<file path="config.mk">
export PLATFORM = sky130hd
export DESIGN_NAME = tone_steer
export DESIGN_NICKNAME = d
export VERILOG_FILES = /design/src/rtl/tone_steer_pkg.sv /design/src/rtl/steer_guard_timer.sv /design/src/rtl/steer_settle.sv /design/src/rtl/steer_rx_reg.sv /design/src/rtl/tone_steer.sv
export SDC_FILE = /design/constraint.sdc
export NUM_CORES = 1
export LEC_CHECK = 0
export BUFFER_PORTS_ARGS = -buffer_cell sky130_fd_sc_hd__buf_2
export CAP_MARGIN = 10
export CORE_AREA = 5 5 90 92
export CTS_BUF_LIST = sky130_fd_sc_hd__clkbuf_8
export CTS_CLUSTER_SIZE = 8
export DETAILED_ROUTE_END_ITERATION = 12
export DIE_AREA = 0 0 95 97
export GPL_ROUTABILITY_DRIVEN = 0
export SETUP_SLACK_MARGIN = 0.5
export SYNTH_ARGS = -nofsm -noshare
export SYNTH_HDL_FRONTEND = slang
export SYNTH_SLANG_ARGS = --single-unit
</file>
<file path="constraint.sdc">
create_clock -name clk -period 6.62 [get_ports clk]
set_clock_uncertainty 0.05 [all_clocks]
set_input_delay 0.331 -clock clk [delete_from_list [all_inputs] [get_ports clk]]
set_output_delay 0.331 -clock clk [all_outputs]
set_load 0.02 [all_outputs]
</file>
<file path="src/rtl/tone_steer_pkg.sv">
package tone_steer_pkg;
   typedef enum logic [1:0] {
      ST_ABSENT  = 2'd0,
      ST_SETTLE  = 2'd1,
      ST_PRESENT = 2'd2
   } steer_state_t;
endpackage

</file>
<file path="src/rtl/steer_guard_timer.sv">
module steer_guard_timer #(
   parameter int CNT_W = 16
) (
   input  logic             clk,
   input  logic             rst,
   input  logic             en,
   input  logic             run,
   input  logic [CNT_W-1:0] limit,
   output logic             hit
);
   logic [CNT_W-1:0] cnt_q;

   initial begin
      if (CNT_W < 1) $error("steer_guard_timer: CNT_W must be at least 1");
   end

   assign hit = en && run && (cnt_q >= limit);

   always_ff @(posedge clk) begin
      if (rst || !en || !run || hit) cnt_q <= '0;
      else                           cnt_q <= cnt_q + 1'b1;
   end

   // a running count only exists if the qualifying level was seen
   p_cnt_from_run_r1: assert property (@(posedge clk) disable iff (rst)
      (cnt_q != '0) |-> $past(en && run));
endmodule

</file>
<file path="src/rtl/steer_settle.sv">
module steer_settle #(
   parameter int SETTLE_CYC = 2
) (
   input  logic clk,
   input  logic rst,
   input  logic start,
   output logic due
);
   localparam int SW = (SETTLE_CYC > 1) ? $clog2(SETTLE_CYC) : 1;

   logic busy_q;

   initial begin
      if (SETTLE_CYC < 1) $error("steer_settle: SETTLE_CYC must be at least 1");
   end

   always_ff @(posedge clk) begin
      if (rst)        busy_q <= 1'b0;
      else if (start) busy_q <= 1'b1;
      else if (due)   busy_q <= 1'b0;
   end

   generate
      if (SETTLE_CYC == 1) begin : g_single
         assign due = busy_q;
      end else begin : g_count
         logic [SW-1:0] scnt_q;
         always_ff @(posedge clk) begin
            if (rst || !busy_q || due) scnt_q <= '0;
            else                       scnt_q <= scnt_q + 1'b1;
         end
         assign due = busy_q && (scnt_q == SW'(SETTLE_CYC - 1));
      end
   endgenerate

   // a new acceptance never arrives while a settle is still pending
   p_no_overlap_r4: assert property (@(posedge clk) disable iff (rst)
      start |-> !busy_q);
endmodule

</file>
<file path="src/rtl/steer_rx_reg.sv">
module steer_rx_reg #(
   parameter int CODE_W = 4
) (
   input  logic              clk,
   input  logic              rst,
   input  logic              load,
   input  logic [CODE_W-1:0] d,
   output logic [CODE_W-1:0] q
);
   initial begin
      if (CODE_W < 1) $error("steer_rx_reg: CODE_W must be at least 1");
   end

   always_ff @(posedge clk) begin
      if (rst)       q <= '0;
      else if (load) q <= d;
   end

   // the register moves only on a load
   p_code_hold_r2: assert property (@(posedge clk) disable iff (rst)
      !$stable(q) |-> $past(load));
endmodule

</file>
<file path="src/rtl/tone_steer.sv">
module tone_steer
   import tone_steer_pkg::*;
#(
   parameter int CODE_W     = 4,
   parameter int CNT_W      = 16,
   parameter int SETTLE_CYC = 2
) (
   input  logic              clk,
   input  logic              rst,
   input  logic              tone_det,
   input  logic [CODE_W-1:0] tone_code,
   input  logic [CNT_W-1:0]  present_ticks,
   input  logic [CNT_W-1:0]  absent_ticks,
   output logic [CODE_W-1:0] rx_code,
   output logic              steer,
   output logic              idle,
   output logic              new_data
);
   steer_state_t state_q;
   logic         p_hit, a_hit, settle_due;
   logic         steer_q, nd_q;

   initial begin
      if (CODE_W < 1)     $error("tone_steer: CODE_W must be at least 1");
      if (CNT_W < 1)      $error("tone_steer: CNT_W must be at least 1");
      if (SETTLE_CYC < 1) $error("tone_steer: SETTLE_CYC must be at least 1");
   end

   steer_guard_timer #(.CNT_W(CNT_W)) u_present (
      .clk(clk), .rst(rst), .en(state_q == ST_ABSENT), .run(tone_det),
      .limit(present_ticks), .hit(p_hit));

   steer_guard_timer #(.CNT_W(CNT_W)) u_absent (
      .clk(clk), .rst(rst), .en(state_q == ST_PRESENT), .run(!tone_det),
      .limit(absent_ticks), .hit(a_hit));

   steer_settle #(.SETTLE_CYC(SETTLE_CYC)) u_settle (
      .clk(clk), .rst(rst), .start(p_hit), .due(settle_due));

   steer_rx_reg #(.CODE_W(CODE_W)) u_rx (
      .clk(clk), .rst(rst), .load(p_hit), .d(tone_code), .q(rx_code));

   always_ff @(posedge clk) begin
      if (rst) begin
         state_q <= ST_ABSENT;
         steer_q <= 1'b0;
         nd_q    <= 1'b0;
      end else begin
         nd_q <= 1'b0;
         case (state_q)
            ST_ABSENT:  if (p_hit) state_q <= ST_SETTLE;
            ST_SETTLE:  if (settle_due) begin
                           state_q <= ST_PRESENT;
                           steer_q <= 1'b1;
                           nd_q    <= 1'b1;
                        end
            ST_PRESENT: if (a_hit) begin
                           state_q <= ST_ABSENT;
                           steer_q <= 1'b0;
                        end
            default:    state_q <= ST_ABSENT;
         endcase
      end
   end

   assign steer    = steer_q;
   assign idle     = !steer_q;
   assign new_data = nd_q;

   // pulse coincides with the first cycle of steering
   p_pulse_on_rise_r4: assert property (@(posedge clk) disable iff (rst)
      nd_q |-> (steer_q && !$past(steer_q)));
   // steering only rises out of the settling phase
   p_rise_after_settle_r4: assert property (@(posedge clk) disable iff (rst)
      $rose(steer_q) |-> $past(state_q == ST_SETTLE));
   // steering only falls after the detect flag was sampled low
   p_fall_needs_gap_r5: assert property (@(posedge clk) disable iff (rst)
      $fell(steer_q) |-> $past(!tone_det));
endmodule

</file>
==> metrics.md <==
| Metric | Value |
|---|---|
| Outcome | `complete, no violations` |
| Die Footprint | `between 9000 and 10000 um2` |
| Number of antenna diodes | `0` |
| Final #Nets | `410` |
| Final Hold Viols | `0` |
| Slew Limit Fails | `0` |
| Die width | `95 um` |
| CTS max path bufs | `2` |
| DP Wirelength | `3.842 mm` |
| Number of top-level pins | `46` |
| Synth cell types | `34` |
| Leakage | `approximately 1.4 nW` |
| Critical Path Start | `u_present.cnt_q[2]` |
| Critical Path Most Common Cell | `o21ai_1` |
| Tcrit/Tclk final | `0.3458` |
| Root Buffer | `clkbuf_8` |
| Post-cts sizing count | `0` |
| Final setup fails | `0` |
| Share of cells above drive strength 1 | `0.1657` |
| Worst r2r path cells | `7` |
| Slowest stage delay, CP | `around 0.53 ns` |
| First-pass GRT wire length | `~8 mm` |
| Drt wl/cell | `10.71 um` |
| Area growth, synth to finish | `17.25%` |
| CP Launch Type | `flip-flop` |
| CP endpoint | `u_present.cnt_q[13]` |
| Commonest cells after routing, fill and taps aside | `buf_2, nor2_1, dfxtp_1, inv_1, ha_1` |
| Worst setup EP type | `flip-flop` |
| CORE AREA | `slightly above 7000 um2` |
| # fillers | `~750` |
| Iteration-0 DRC Markers | `69` |
| H-tree depth | `2` |
| Seq/Total Area, Yosys | `0.3420` |
| Post-CTS Repair Setup Buffers | `0` |
| R2R Setup Slk | `roughly 4.3 ns` |
| Largest net degree at the start of global routing | `17` |
| Critical Path AT | `around 2.5 ns` |
| Final hold slack | `roughly 0.25 ns` |
| CP Data Required Time | `a little under 7 ns` |
| CP Cell Sequence | `ha_1, a211oi_1, o21ai_1, a41oi_1, o21ai_1, a211o_1, nor2_1` |
| Slew headroom | `0.6261` |
| Met2 usage | `0.1741` |
| Crit path kind | `reg2reg` |
| Power per cell area | `roughly 160 nW/um2` |
| Max cap viols | `0` |
| Num CTS Buffers | `5` |
| GRT Resource Usage Total | `0.1096` |
| Number of enable flip-flop cells after synthesis | `0` |
| WL final | `4.682 mm` |
| Antenna violation net count after detailed routing | `0` |
| Fmax | `approximately 440 MHz` |
| Port Buffers | `45` |
| Critical Path Slowest Stage Cell | `a211o_1` |
| Post-Syn Area per Cell | `8.537 um2` |
| Setup TNS | `0 ns` |
| HP Class | `in2reg` |
| Chip Height | `a little under 100 um` |
| Total number of vias | `roughly 2000` |
| RSZ-0062 raised after global routing | `no` |
| Initial antenna violation count | `0` |
| Clk slew on worst S/H paths | `0.08 ns` |
| Synth Cell Area | `~2500 um2` |
| GR Util met1 | `0.1406` |
| Yosys Warn Count | `0` |
| Least-Margin Pin Slew | `0.5566 ns` |
| Post-Synthesis Net Count | `~360` |
| Critical R2R Capture | `u_present.cnt_q[13]` |
| Met3 Use GR | `0.02715` |
| Initial Util | `0.3445` |
| Seq cells post-synth | `42` |
| Mapped Cells | `approximately 290` |
| Detailed-route vias per instance | `4.542` |
| DRC Markers | `0` |
| Peak supply drop | `0.06559 mV` |
| Rows | `31` |
| CTS tree | `done` |
| GRT overflow | `0` |
| RR Startpoint | `u_present.cnt_q[2]` |
| Final min period | `between 2 and 2.5 ns` |
| Most common cell after layout, fill and taps aside | `buf_2` |
| Clk sinks | `42` |
| Via count of the first global-routing pass | `about 1900` |
| Main synth FF type | `dfxtp_1` |
| Ys async rst share | `0` |
| Global routing's busiest layer | `met2` |
| Worst skew pair latency | `approximately 0.29 ns` |
| Worst-path maximum fanout | `16` |
| Drt pass-1 iters | `4` |
| Hold_buf cts | `0` |
[how the worst min path moves through the flow]
stage,startpoint,cells after the start,to
3_3_place_gp,u_rx.q[2],2,u_rx.q[2]
2_1_floorplan,rst,1,u_settle.g_count.scnt_q
3_5_place_dp,u_rx.q[1],2,u_rx.q[1]
5_1_grt,tone_code[0],3,u_rx.q[0]
4_1_cts,tone_code[2],3,u_rx.q[2]
6_report,tone_code[2],3,u_rx.q[2]
[cells in the mapped netlist (6+ instances only)]
cell type	count	share of area
ha_1	34	0.17
and3_1	9	0.023
nand4_1	6	0.015
nor2_1	44	0.067
o21ai_0	6	0.012
a211oi_1	6	0.018
xor2_1	19	0.068
inv_1	37	0.056
nand3_1	17	0.035
dfxtp_1	42	0.34
xnor2_1	9	0.032
nand2b_1	10	0.025
nand2_1	13	0.020
[cells by family after synthesis]
kind of cell    synth area share
mux                      0.01629
flops                     0.3420
fa+ha+maj                 0.1730
simple gates              0.2168
buf+inv                  0.06463
compound gates           0.08754
xor+xnor                 0.09975
[critical path, delay by kind of cell (launching register included)]
family          cells  cell delay (ns)
simple gates        1             0.19
compound gates      5             1.30
fa+ha+maj           1             0.27
flops               1             0.41
[per-stage QoR]
stage / util / cells / power, W / worst slack (ns) / instance area, um2
finish: 0.4039 / 437 / 0.0004586 / 4.331 / 2883
global route: 0.4039 / 437 / 0.0004838 / 4.109 / 2883
CTS: 0.4039 / 437 / 0.0004671 / 4.308 / 2883
detailed placement: 0.3906 / 429 / 0.0002934 / 4.247 / 2788
global placement: 0.3906 / 429 / 0.0002921 / 4.340 / 2788
floorplan: - / 288 / 0.0002777 / 4.546 / 2459
[sequential cells by signal (all words and copies together), names as in the netlist]
register                 cells
steer                        1
u_settle.g_count.scnt_q      1
new_data                     1
state_q                      2
u_settle.busy_q              1
u_rx.q                       4
u_present.cnt_q             16
u_absent.cnt_q              16
[area by class of cell]
cell class / count / area (um2) / share of cell area
inverter: 37 / 138.9 / 0.04818
multi-input combinational: 206 / 1459 / 0.5061
clock buffer: 6 / 82.58 / 0.02865
tap: 99 / 123.9 / 0.04297
clock inverter: 2 / 12.51 / 0.004340
sequential: 42 / 840.8 / 0.2917
timing repair buffer: 45 / 225.2 / 0.07813
[metal layers]
metal	up-vias	share of wire
met1	880	0.47
met2	32	0.47
met5	-	0
li1	1069	-
met3	4	0.046
met4	0	0.0090
[where the power goes]
| part | switching [W] | leakage, nW | internal (W) |
|---|---|---|---|
| Sequential | 0.000000768 | 0.338 | 0.000253 |
| Clock | 0.0000878 | 0.0472 | 0.0000839 |
| Combinational | 0.0000162 | 1.00 | 0.0000170 |
| Total | 0.000105 | 1.39 | 0.000354 |
Power figures use the tool's default switching activity.
